**src/rtl/sser_pkg.sv**
```systemverilog
package sser_pkg;
  typedef enum logic [1:0] {
    MODE_IDLE = 2'd0,
    MODE_TX   = 2'd1,
    MODE_RX   = 2'd2
  } xfer_mode_e;
endpackage

```
**src/rtl/sser_cell_timer.sv**
```systemverilog
// Tick counter inside one bit cell; flags the rising-edge tick and the last tick.
module sser_cell_timer #(
  parameter int CELL_TICKS = 12,
  parameter int RISE_PHASE = 10,
  localparam int PW = $clog2(CELL_TICKS)
) (
  input  logic          clk,
  input  logic          rst,
  input  logic          run,
  input  logic          restart,
  input  logic          tick,
  output logic          rise_evt,
  output logic          end_evt,
  output logic [PW-1:0] phase
);
  logic step;

  assign step     = run && tick;
  assign rise_evt = step && (phase == PW'(RISE_PHASE - 1));
  assign end_evt  = step && (phase == PW'(CELL_TICKS - 1));

  always_ff @(posedge clk) begin
    if (rst || restart) begin
      phase <= '0;
    end else if (step) begin
      if (phase == PW'(CELL_TICKS - 1)) phase <= '0;
      else                              phase <= phase + 1'b1;
    end
  end
endmodule

```
**src/rtl/sser_bit_ctr.sv**
```systemverilog
// Counts completed bit cells of one transfer.
module sser_bit_ctr #(
  parameter int NBITS = 8,
  localparam int CW = (NBITS > 2) ? $clog2(NBITS) : 1
) (
  input  logic clk,
  input  logic rst,
  input  logic clear,
  input  logic step,
  output logic last
);
  logic [CW-1:0] cnt;

  assign last = (cnt == CW'(NBITS - 1));

  always_ff @(posedge clk) begin
    if (rst || clear) cnt <= '0;
    else if (step)    cnt <= cnt + 1'b1;
  end
endmodule

```
**src/rtl/sser_shift_path.sv**
```systemverilog
// Transmit and receive shift registers; bit order selected by parameter.
module sser_shift_path #(
  parameter int W         = 8,
  parameter bit LSB_FIRST = 1'b1
) (
  input  logic         clk,
  input  logic         rst,
  input  logic         load,
  input  logic [W-1:0] load_val,
  input  logic         tx_step,
  input  logic         rx_step,
  input  logic         rx_bit,
  output logic         first_bit,
  output logic         next_bit,
  output logic [W-1:0] rx_word
);
  logic [W-1:0] tx_sr;
  logic [W-1:0] rx_sr;

  assign rx_word = rx_sr;

  generate
    if (LSB_FIRST) begin : g_lsb
      assign first_bit = load_val[0];
      assign next_bit  = tx_sr[1];
      always_ff @(posedge clk) begin
        if (rst) begin
          tx_sr <= '0;
          rx_sr <= '0;
        end else begin
          if (load)         tx_sr <= load_val;
          else if (tx_step) tx_sr <= {1'b0, tx_sr[W-1:1]};
          if (rx_step)      rx_sr <= {rx_bit, rx_sr[W-1:1]};
        end
      end
    end else begin : g_msb
      assign first_bit = load_val[W-1];
      assign next_bit  = tx_sr[W-2];
      always_ff @(posedge clk) begin
        if (rst) begin
          tx_sr <= '0;
          rx_sr <= '0;
        end else begin
          if (load)         tx_sr <= load_val;
          else if (tx_step) tx_sr <= {tx_sr[W-2:0], 1'b0};
          if (rx_step)      rx_sr <= {rx_sr[W-2:0], rx_bit};
        end
      end
    end
  endgenerate
endmodule

```
**src/rtl/sser_sync_shifter.sv**
```systemverilog
// Half-duplex synchronous serial shifter with self-generated shift clock.
module sser_sync_shifter #(
  parameter int DATA_W     = 8,
  parameter int CELL_TICKS = 12,
  parameter int HOLD_TICKS = 2,
  parameter bit LSB_FIRST  = 1'b1
) (
  input  logic              clk,
  input  logic              rst,
  input  logic              osc_en,
  input  logic [DATA_W-1:0] tx_data,
  input  logic              tx_wr,
  input  logic              rx_en,
  output logic [DATA_W-1:0] rx_data,
  output logic              done,
  output logic              busy,
  output logic              sd_out,
  output logic              sd_oe,
  input  logic              sd_in,
  output logic              sclk
);
  import sser_pkg::*;

  localparam int RISE_PHASE = CELL_TICKS - HOLD_TICKS;
  localparam int PW         = $clog2(CELL_TICKS);

  xfer_mode_e        mode;
  logic              idle;
  logic              start_tx;
  logic              start_rx;
  logic              start;
  logic              rise_evt;
  logic              end_evt;
  logic              last_bit;
  logic              first_bit;
  logic              next_bit;
  logic [DATA_W-1:0] rx_word;
  logic [PW-1:0]     phase;

  assign idle     = (mode == MODE_IDLE);
  assign start_tx = idle && tx_wr;
  assign start_rx = idle && !tx_wr && rx_en;
  assign start    = start_tx || start_rx;
  assign busy     = !idle;

  sser_cell_timer #(
    .CELL_TICKS(CELL_TICKS),
    .RISE_PHASE(RISE_PHASE)
  ) i_timer (
    .clk     (clk),
    .rst     (rst),
    .run     (!idle),
    .restart (start),
    .tick    (osc_en),
    .rise_evt(rise_evt),
    .end_evt (end_evt),
    .phase   (phase)
  );

  sser_bit_ctr #(
    .NBITS(DATA_W)
  ) i_bits (
    .clk  (clk),
    .rst  (rst),
    .clear(start),
    .step (end_evt),
    .last (last_bit)
  );

  sser_shift_path #(
    .W        (DATA_W),
    .LSB_FIRST(LSB_FIRST)
  ) i_path (
    .clk      (clk),
    .rst      (rst),
    .load     (start_tx),
    .load_val (tx_data),
    .tx_step  (end_evt && !last_bit && (mode == MODE_TX)),
    .rx_step  (rise_evt && (mode == MODE_RX)),
    .rx_bit   (sd_in),
    .first_bit(first_bit),
    .next_bit (next_bit),
    .rx_word  (rx_word)
  );

  always_ff @(posedge clk) begin
    if (rst) begin
      mode    <= MODE_IDLE;
      sclk    <= 1'b1;
      sd_out  <= 1'b1;
      sd_oe   <= 1'b0;
      done    <= 1'b0;
      rx_data <= '0;
    end else begin
      done <= 1'b0;
      if (idle) begin
        if (start_tx) begin
          mode   <= MODE_TX;
          sclk   <= 1'b0;
          sd_out <= first_bit;
          sd_oe  <= 1'b1;
        end else if (start_rx) begin
          mode <= MODE_RX;
          sclk <= 1'b0;
        end
      end else begin
        if (rise_evt) sclk <= 1'b1;
        if (end_evt) begin
          if (last_bit) begin
            mode   <= MODE_IDLE;
            done   <= 1'b1;
            sd_oe  <= 1'b0;
            sd_out <= 1'b1;
            if (mode == MODE_RX) rx_data <= rx_word;
          end else begin
            sclk <= 1'b0;
            if (mode == MODE_TX) sd_out <= next_bit;
          end
        end
      end
    end
  end
endmodule

```
**config.mk**
```make
export PLATFORM = sky130hd
export DESIGN_NAME = sser_sync_shifter
export DESIGN_NICKNAME = d
export VERILOG_FILES = /design/src/rtl/sser_pkg.sv /design/src/rtl/sser_cell_timer.sv /design/src/rtl/sser_bit_ctr.sv /design/src/rtl/sser_shift_path.sv /design/src/rtl/sser_sync_shifter.sv
export SDC_FILE = /design/constraint.sdc
export NUM_CORES = 1
export LEC_CHECK = 0
export ABC_AREA = 1
export BUFFER_PORTS_ARGS = -buffer_cell sky130_fd_sc_hd__buf_2
export CAP_MARGIN = 20
export CORE_ASPECT_RATIO = 1.5
export CORE_MARGIN = 4
export CORE_UTILIZATION = 49
export DETAILED_ROUTE_END_ITERATION = 16
export PLACE_DENSITY = 0.71
export SETUP_SLACK_MARGIN = 0.02
export SYNTH_ARGS = -nofsm -noshare
export SYNTH_HDL_FRONTEND = slang
export SYNTH_HIERARCHICAL = 1
export SYNTH_SLANG_ARGS = --single-unit
```
**constraint.sdc**
```tcl
create_clock -name clk -period 2.1 [get_ports clk]
set_input_delay 0.63 -clock clk [delete_from_list [all_inputs] [get_ports clk]]
set_output_delay 0.63 -clock clk [all_outputs]
set_load 0.005 [all_outputs]
```
==> metrics.cfg, run 1 <==
[global_routing]
antenna_found_initial=0
grt-ovfl-total=0
grt_pass1_wl_um=5860
grt_max_degree=14
grt_pass1_vias=1430
gr-usage-all-layers_pct=18.5

[timing]
rsz0062_at_grt=false
timing.final.hold_violations=0
setup-violations-final=0
slew_viol_final=0
fin_tns_setup_ns=0
fin_skew_ns=0.00358
worstMarginPinSlew_ns=0.335
period_share_pct=83.2
fmax_mhz=572
finalCriticalPeriod_ns=1.75
slew_headroom_pct=77.7

[yosys]
netlist_area_sq_um=1620
yosys.area.top_type_share_pct=44.4
synth_area_leader_cell=dfxtp_1
synth_warnings=6
ys_types=25
syn-instance-count=228
ys_top_cells_by_area=dfxtp_1, nand2_1, nor2_1, inv_1, o21ai_0
syn-num-nets=246
ys_seq_area_share_pct=44.4
ys_ff_latch=36
syn_avg_cell_area_sq_um=7.11

[place]
port-buffer-count=26
place_hpwl_um=2530
gp_congestion=0.794

[worst_setup_path]
critPathKind=reg -> reg
start_kind=register
path_max_fanout=7
crit_arrival_ns=1.94
cp.required_ns=2.29
crit_path_end_kind=register
r2r_slack_ns=0.35

[final_layout]
nets=281
final_util_pct=61.0
drive_gt1_share_pct=20.1
n_antenna_cell=0
multi_input_area_sq_um=772
final-seq-area_sq_um=721
fillers=328
areaGrowthSynthToFinish_pct=18.8

[clock_network]
cts.clk_slew.worst_paths_ns=0.07
clock_latency_ns=0.29
tritoncts=yes
cts_hold_buf=0
htree_levels=2
numCtsBuffers=5
cts_resized=0
cts.sinks=36
post_cts_buffers=0
cts-root-buf=clkbuf_8
clockBufferDepth=2

[drt]
antenna_left=0
drt-initial-drc-count=24
drcViolationCount=0
vias=1426
via_per_inst=4.69
dr.pass1.iters=4
drt_wl_total_um=3320
detail_route.wl_per_cell_um=10.9

[power_and_ir_drop]
leakage_uw=0.000976
powerDensity_nw_per_um2=758
ir_worst_vdd_v=0.000720

[status]
outcome=finished clean

[floorplanning]
ios=27
die_y_um=78.5
die_w_um=55.0
num_rows=25
dieArea_sq_um=4310
design.core.area_sq_um=3160
initial_core_util_pct=51.3

[job]
maxCapViolCount=0

[worst_hold_path]
hold_class=reg -> reg

critical path, stage by stage, from the launching register on:
cell     delay, ns
dfxtp_1       0.39
inv_1         0.12
nand2_2       0.16
nand2_2       0.12
nor2_1        0.18
nand2_1       0.11
nor3_2        0.11
buf_4         0.18
nor2_4        0.06
nand2_1       0.07
nand3_1       0.06
nand2_1       0.06
inv_1         0.03
state kept, by name (all words and copies together) (netlist names):
register,count
sd_oe,1
rx_data,8
mode,2
i_timer/phase,4
i_path/tx_sr,7
i_path/rx_word,8
sd_out,1
i_bits/cnt,3
sclk,1
done,1
area by class of cell:
type / count / share of cell area (%)
inverter: 30 / 5.98
clock inverter: 2 / 1.82
sequential: 36 / 37.4
multi-input combinational: 160 / 40.1
tap: 40 / 2.60
clock buffer: 6 / 3.77
timing repair buffer: 30 / 8.32
Yosys cell counts:
library cell  number
a21oi_1            8
a21oi_2            1
buf_4              1
buf_6              1
dfxtp_1           36
ha_1               4
inv_1             25
inv_2              4
inv_4              1
nand2_1           51
nand2_2            4
nand3_1           14
nand4_1            1
nor2_1            45
nor2_2             1
nor2_4             2
nor2_8             1
nor3_1             2
o211ai_1           1
o21ai_0           15
o21ai_1            4
o21ai_2            1
o21bai_1           2
or2_1              2
xor2_1             1
worst paths after layout:
| path | endpoint | depth (start not counted) | start |
|---|---|---|---|
| worst min-delay path | i_path/tx_sr[6] | 2 | i_path/tx_sr[6] |
| worst max-delay path | i_path/tx_sr[1] | 12 | mode[0] |
| worst min register to register | i_path/tx_sr[6] | 2 | i_path/tx_sr[6] |
| worst max register to register | i_path/tx_sr[1] | 12 | mode[0] |
logic make-up (layout without fill, tap and decap cells):
| logic type | count (synthesis) | in the layout | share of synthesized area [%] |
|---|---|---|---|
| adder cells (fa/ha/maj) | 4 | 4 | 3.09 |
| AO/OA/AOI/OAI | 32 | 32 | 10.8 |
| AND/OR/NAND/NOR | 123 | 123 | 32.9 |
| buffers and inverters | 32 | 68 | 8.26 |
| flip-flops | 36 | 36 | 44.4 |
| XOR/XNOR | 1 | 1 | 0.540 |
per-stage QoR:
stage	setup WS (ns)	hold WS, ns	area (sq um)	power, uW	std cells
after floorplan	0.109	0.433	1630	835	228
after global placement	0.301	0.454	1820	880	296
after detailed placement	0.314	0.457	1820	882	296
after CTS	0.342	0.467	1930	1480	304
after global routing	0.183	0.497	1930	1540	304
final	0.353	0.467	1930	1460	304
per-layer routing:
layer / GRT usage, % / share of wire (%) / vias to the layer above
met3: 5.69 / 3.6 / 8
met5: 0 / 0 / -
met1: 18.9 / 41 / 616
met4: 9.73 / 2.9 / 0
li1: - / - / 779
met2: 32.0 / 52 / 23
power breakdown:
| part | total, uW | leakage [uW] | internal (uW) | switching [uW] |
|---|---|---|---|---|
| registers | 719 | 0.000293 | 705 | 13.7 |
| logic | 146 | 0.000628 | 55.2 | 90.9 |
| clock network | 595 | 0.0000552 | 352 | 243 |
placed cells by master (no fill, tap or decap), drive strengths merged:
cell / n
nand4: 1
bufinv: 1
o21bai: 2
clkinv: 1
nand2: 55
o21ai: 20
nand3: 14
ha: 4
clkbuf: 6
nor3: 2
or2: 2
xor2: 1
buf: 30
inv: 30
a21oi: 9
o211ai: 1
dfxtp: 36
nor2: 49
Note: power is estimated with default switching activity, not from simulation.
==> run 2: changes to the inputs <==
==> constraint.sdc (replaced) <==
create_clock -name clk -period 1.6 [get_ports clk]
set_input_delay 0.48 -clock clk [delete_from_list [all_inputs] [get_ports clk]]
set_output_delay 0.48 -clock clk [all_outputs]
set_load 0.005 [all_outputs]
==> metrics.cfg, run 2 (synthesis results as in run 1) <==
[place]
place_hpwl_um=2620  ; +3.7%
port-buffer-count=26  ; unchanged
gp_congestion=0.792  ; -0.28%
placed_cells=306  ; +3.4%

[power_and_ir_drop]
ir_worst_vdd_v=0.000678  ; -5.8%
leakage_uw=0.00104  ; +6.4%
powerDensity_nw_per_um2=867  ; +14%

[timing]
timing.final.hold_violations=0  ; unchanged
setup-violations-final=0  ; unchanged
worstMarginPinSlew_ns=0.320  ; -0.0147 ns
fmax_mhz=650
fin_skew_ns=0.00430  ; +0.000717 ns
slew_viol_final=0  ; unchanged
period_share_pct=96.1
finalCriticalPeriod_ns=1.54
slew_headroom_pct=78.6  ; +0.98 points
rsz0062_at_grt=true

[final_layout]
drive_gt1_share_pct=31.5  ; +11 points
fillers=302  ; -7.9%
n_antenna_cell=0  ; unchanged
areaGrowthSynthToFinish_pct=30.2
fin_cells=316  ; +3.9%
nets=294  ; +4.6%
final_cell_mix=nand2_1, nor2_1, dfxtp_1
final_common_cell=nand2_1
final_util_pct=66.9  ; +5.9 points

[drt]
wl_met2_um=1910  ; +9.7%
antenna_left=0  ; unchanged
drt-initial-drc-count=18  ; -25%
drcViolationCount=0  ; unchanged
via_per_inst=4.83  ; +2.9%
dr_wl_met3_um=138  ; +14%
detail_route.wl_per_cell_um=11.2  ; +2.5%
vias=1526  ; +7.0%
drt_wl_total_um=3540  ; +6.6%
dr.pass1.iters=4  ; unchanged
topRoutingLayerUsed=met4
drt-met1-wl_um=1420  ; +4.4%

[worst_setup_path]
reg2regPathDepth=11  ; -1
reg2reg_to=i_path/rx_word[6]
critPathKind=reg -> out
path_max_fanout=6  ; -1
r2r_slack_ns=0.09  ; -0.26 ns
slowest_delay_ns=0.39  ; about the same
cp_cell_sequence=inv_4 > nand2_4 > buf_4 > buf_2
cp_slowest_cell=dfxtp_2
path_delay_family=flip-flops
start_kind=register
crit_arrival_ns=1.06  ; -0.88 ns
critical_path_buf_inv_count=3  ; unchanged
cp.required_ns=1.12  ; -1.17 ns
r2r_start=i_timer/phase[1]
crit_path_end_kind=primary output

[floorplanning]
die_y_um=78.5  ; unchanged
ios=27  ; unchanged
design.core.area_sq_um=3160  ; unchanged
die_w_um=55.0  ; unchanged
num_rows=25  ; unchanged
initial_core_util_pct=51.3  ; unchanged
dieArea_sq_um=4310  ; unchanged

[global_routing]
gr-usage-all-layers_pct=18.4  ; -0.16 points
grt_max_degree=14  ; unchanged
antenna_found_initial=0  ; unchanged
grt-ovfl-total=0  ; unchanged
grt_pass1_wl_um=5820  ; -0.60%
grt_pass1_vias=1444  ; +0.98%

[clock_network]
cts.sinks=36  ; unchanged
tritoncts=yes
clockBufferDepth=2  ; unchanged
cts_hold_buf=0  ; unchanged
htree_levels=2  ; unchanged
numCtsBuffers=5  ; unchanged
clock_latency_ns=0.27  ; -0.02 ns
cts.clk_slew.worst_paths_ns=0.07  ; about the same
cts-root-buf=clkbuf_8

[worst_hold_path]
hold_class=in -> reg
whs_endpoint=i_path/rx_word[7]
worstHoldStart=sd_in
min_path_cells=3  ; +1

[status]
outcome=finished clean

[job]
maxCapViolCount=0  ; unchanged

## run 2: cell types whose count changed in the layout (fill, tap and decap cells not counted), moves of 3 or more
| cell | delta |
|---|---|
| ha_1 | -3 |
| inv_1 | -4 |
| dfxtp_2 | +4 |
| ha_2 | +3 |
| nor2_4 | +3 |
| o21ai_0 | -3 |
| o21ai_1 | +3 |
| dfxtp_1 | -5 |
| buf_4 | +10 |
| nor2_1 | -6 |
| nor2_2 | +3 |
## run 2: layout make-up
cell class	instances	area (sq um)	area share (%)
clock buffers	7	96.3	4.56
inverters	30	120	5.69
multi-input cells	160	838	39.7
flip-flops and latches	36	729	34.5
well taps	40	50.0	2.37
repair buffers	43	278	13.2
## run 2: metrics by stage
stage	hold slack [ns]	setup TNS (ns)	worst slack [ns]	power (uW)	cell area (sq um)
finish	0.436	0	0.0625	1830	2110
detailed placement	0.458	-0.0131	-0.00974	1190	1930
floorplan	0.433	0	0.0271	1100	1670
global route	0.452	-0.0123	-0.00587	1920	2110
global placement	0.456	0	0.0292	1180	1930
CTS	0.427	0	0.0176	1860	2040
## run 2: tightest hold or removal path, delay by kind of cell
kind          cells  cell delay (ns)
simple gates      2             0.11
buf+inv           1             0.08
## run 2: what timing repair did
item,4_1_cts,5_1_grt
buffers inserted,1,2
gates resized for setup,2,19
endpoints found under the hold margin,0,0
pin swaps,1,11
setup endpoints to repair,5,23
## run 2: worst max-delay path by stage
stage,startpoint,end,slack (ns),cells past startpoint
detailed placement,osc_en,i_path/tx_sr[1],-0.01,10
finish,mode[0],busy,0.06,4
floorplan,mode[1],i_path/tx_sr[4],0.03,11
CTS,i_bits/cnt[0],i_path/tx_sr[1],0.02,11
global route,i_timer/phase[1],i_path/rx_word[3],-0.006,11
global placement,osc_en,i_path/tx_sr[4],0.03,10
## run 2: metal layers
layer	track usage [%]	vias up
met5	0	-
met1	19.2	683
met2	32.7	27
met4	9.49	0
li1	-	809
met3	3.42	7
## run 2: where the power goes
part           total, uW  switching [uW]  internal, uW
clock network        661             278           383
logic                226             134          91.8
registers            945            19.4           926
==> run 3: changes to the inputs <==
--- a/config.mk
+++ b/config.mk
@@ -8,11 +8,11 @@
 export ABC_AREA = 1
 export BUFFER_PORTS_ARGS = -buffer_cell sky130_fd_sc_hd__buf_2
 export CAP_MARGIN = 20
-export CORE_ASPECT_RATIO = 1.5
+export CORE_ASPECT_RATIO = 1.25
 export CORE_MARGIN = 4
 export CORE_UTILIZATION = 49
 export DETAILED_ROUTE_END_ITERATION = 16
-export PLACE_DENSITY = 0.71
+export PLACE_DENSITY = 0.74
 export SETUP_SLACK_MARGIN = 0.02
 export SYNTH_ARGS = -nofsm -noshare
 export SYNTH_HDL_FRONTEND = slang
==> metrics.cfg, run 3 (synthesis results as in run 1) <==
[drt]
via_per_inst=4.95  ; +2.5%
dr.pass1.iters=4  ; unchanged
antenna_left=0  ; unchanged
drt_wl_total_um=3750  ; +5.9%
detail_route.wl_per_cell_um=11.9  ; +6.6%
drt-initial-drc-count=29  ; +11
vias=1555  ; +1.9%
drcViolationCount=0  ; unchanged

[floorplanning]
num_rows=23  ; -8.0%
die_w_um=59.5  ; +8.2%
design.core.area_sq_um=3190  ; +1.1%
ios=27  ; unchanged
die_y_um=72.3  ; -7.8%
initial_core_util_pct=50.8  ; -0.56 points
dieArea_sq_um=4300  ; -0.31%

[clock_network]
clock_latency_ns=0.29  ; +0.02 ns
cts.clk_slew.worst_paths_ns=0.08  ; about the same
cts.sinks=36  ; unchanged
numCtsBuffers=5  ; unchanged
cts-root-buf=clkbuf_8
cts_hold_buf=0  ; unchanged
clockBufferDepth=2  ; unchanged
htree_levels=2  ; unchanged
tritoncts=yes

[worst_hold_path]
min_path_cells=3  ; unchanged
hold_class=in -> reg
whs_endpoint=i_path/tx_sr[7]
worstHoldStart=tx_data[7]

[timing]
finalCriticalPeriod_ns=1.52  ; -0.0162 ns
slew_headroom_pct=82.0  ; +3.3 points
setup-violations-final=0  ; unchanged
layout_setup_ws_ns=0.0787  ; +0.0162 ns
fin_hold_ws_ns=0.433  ; -0.00216 ns
fmax_mhz=657  ; +1.1%
period_share_pct=95.1  ; -1.0 points
rsz0062_at_grt=true
fin_skew_ns=0.00971  ; +0.00541 ns
worstMarginPinSlew_ns=0.270  ; -0.0501 ns
timing.final.hold_violations=0  ; unchanged
slew_viol_final=0  ; unchanged
fin_tns_setup_ns=0  ; unchanged

[global_routing]
gr-usage-all-layers_pct=19.2  ; +0.83 points
antenna_found_initial=0  ; unchanged
grt_pass1_vias=1461  ; +1.2%
grt-ovfl-total=0  ; unchanged
grt_pass1_wl_um=6280  ; +7.8%
grt_max_degree=14  ; unchanged

[worst_setup_path]
critical_path_buf_inv_count=3  ; unchanged
critPathKind=reg -> out
r2r_slack_ns=0.09  ; about the same
cp_cell_sequence=inv_6 > nand2_4 > buf_4 > buf_2
cp.required_ns=1.12  ; about the same
path_max_fanout=6  ; unchanged
startpoint=mode[0]
crit_path_end_kind=primary output
slowest_delay_ns=0.37  ; -0.02 ns
cp_slowest_cell=dfxtp_4
reg2reg_to=rx_data[6]
start_kind=register
path_delay_family=flip-flops
crit_arrival_ns=1.04  ; -0.02 ns
r2r_start=i_bits/cnt[1]
reg2regPathDepth=8  ; -3

[final_layout]
fillers=293  ; -3.0%
drive_gt1_share_pct=32.9  ; +1.3 points
final_common_cell=nand2_1
final-seq-area_sq_um=732  ; +0.34%
n_antenna_cell=0  ; unchanged
multi_input_area_sq_um=856  ; +2.1%
areaGrowthSynthToFinish_pct=31.3
final_cell_mix=nand2_1, nor2_1, dfxtp_1
fin_cells=314  ; -0.63%
nets=294  ; unchanged

[power_and_ir_drop]
power_uw=1960  ; +6.9%
ir_worst_vdd_v=0.000766  ; +13%
pwr-share-comb_pct=11.7  ; -0.6 points
p_sw_uw=476  ; +10%
leakage_uw=0.00104  ; +0.53%
p_clk_share_pct=40.0  ; +3.9 points
powerDensity_nw_per_um2=920  ; +6.0%
seq_power_share_pct=48.3  ; -3.3 points
sw_frac_of_total_pct=24.3  ; +0.75 points
internal_power_uw=1480  ; +5.9%

[place]
place_hpwl_um=2630  ; +0.22%
placed_cells=301  ; -1.6%
gp_congestion=0.833  ; +5.3%
pre_cts_ws_ns=-0.0175  ; -0.00776 ns
port-buffer-count=26  ; unchanged

[job]
maxCapViolCount=0  ; unchanged

[status]
outcome=finished clean

==> run 3: through the flow <==
step | cell area (sq um) | util [%]
floorplan | 1670 | -
global placement | 1920 | 60.0
detailed placement | 1920 | 60.0
CTS | 2040 | 63.8
global route | 2130 | 66.7
finish | 2130 | 66.7
==> run 3: area by class of cell <==
| type | count | share of cell area [%] |
|---|---|---|
| Clock inverter | 2 | 1.65 |
| Sequential cell | 36 | 34.4 |
| Multi-Input combinational cell | 160 | 40.2 |
| Clock buffer | 6 | 3.41 |
| Inverter | 30 | 5.88 |
| Timing Repair Buffer | 43 | 12.3 |
| Tap cell | 37 | 2.17 |
==> run 3: per-layer routing <==
layer | global-route usage [%] | share of wire, %
met1 | 23.0 | 43
met2 | 32.7 | 52
met3 | 4.80 | 4.0
met4 | 6.80 | 1.5
met5 | 0 | 0
==> run 3: how the worst max path moves through the flow <==
| stage | slack [ns] | cells past startpoint | to |
|---|---|---|---|
| 6_report | 0.08 | 4 | busy |
| 5_1_grt | 0.007 | 11 | i_path/rx_word[7] |
| 4_1_cts | 0.02 | 11 | i_path/tx_sr[4] |
| 3_5_place_dp | -0.02 | 10 | i_path/tx_sr[4] |
| 3_3_place_gp | 0.03 | 10 | i_path/tx_sr[1] |
| 2_1_floorplan | 0.03 | 11 | i_path/tx_sr[4] |
==> run 3: worst reg2reg max path: stages, from the launching register on <==
cell,delay [ns]
dfxtp_1,0.36
ha_1,0.17
ha_2,0.18
buf_4,0.11
nand2_1,0.14
nor2_8,0.19
inv_4,0.07
nor2_1,0.12
nor2_1,0.06
==> run 3: power groups by stage <==
stage / Combinational, uW / Sequential (uW) / Clock (uW)
floorplan: 140 / 964 / 0
CTS: 219 / 945 / 802
detailed placement: 218 / 964 / 0
global route: 263 / 947 / 844
finish: 229 / 945 / 784
global placement: 214 / 964 / 0
==> run 3: repair_timing <==
action / 4_1_cts / 5_1_grt
cloned: 0 / 1
resized for setup: 3 / 25
buffers inserted: 1 / 3
endpoints found under the setup margin: 7 / 22
pin swaps: 1 / 7
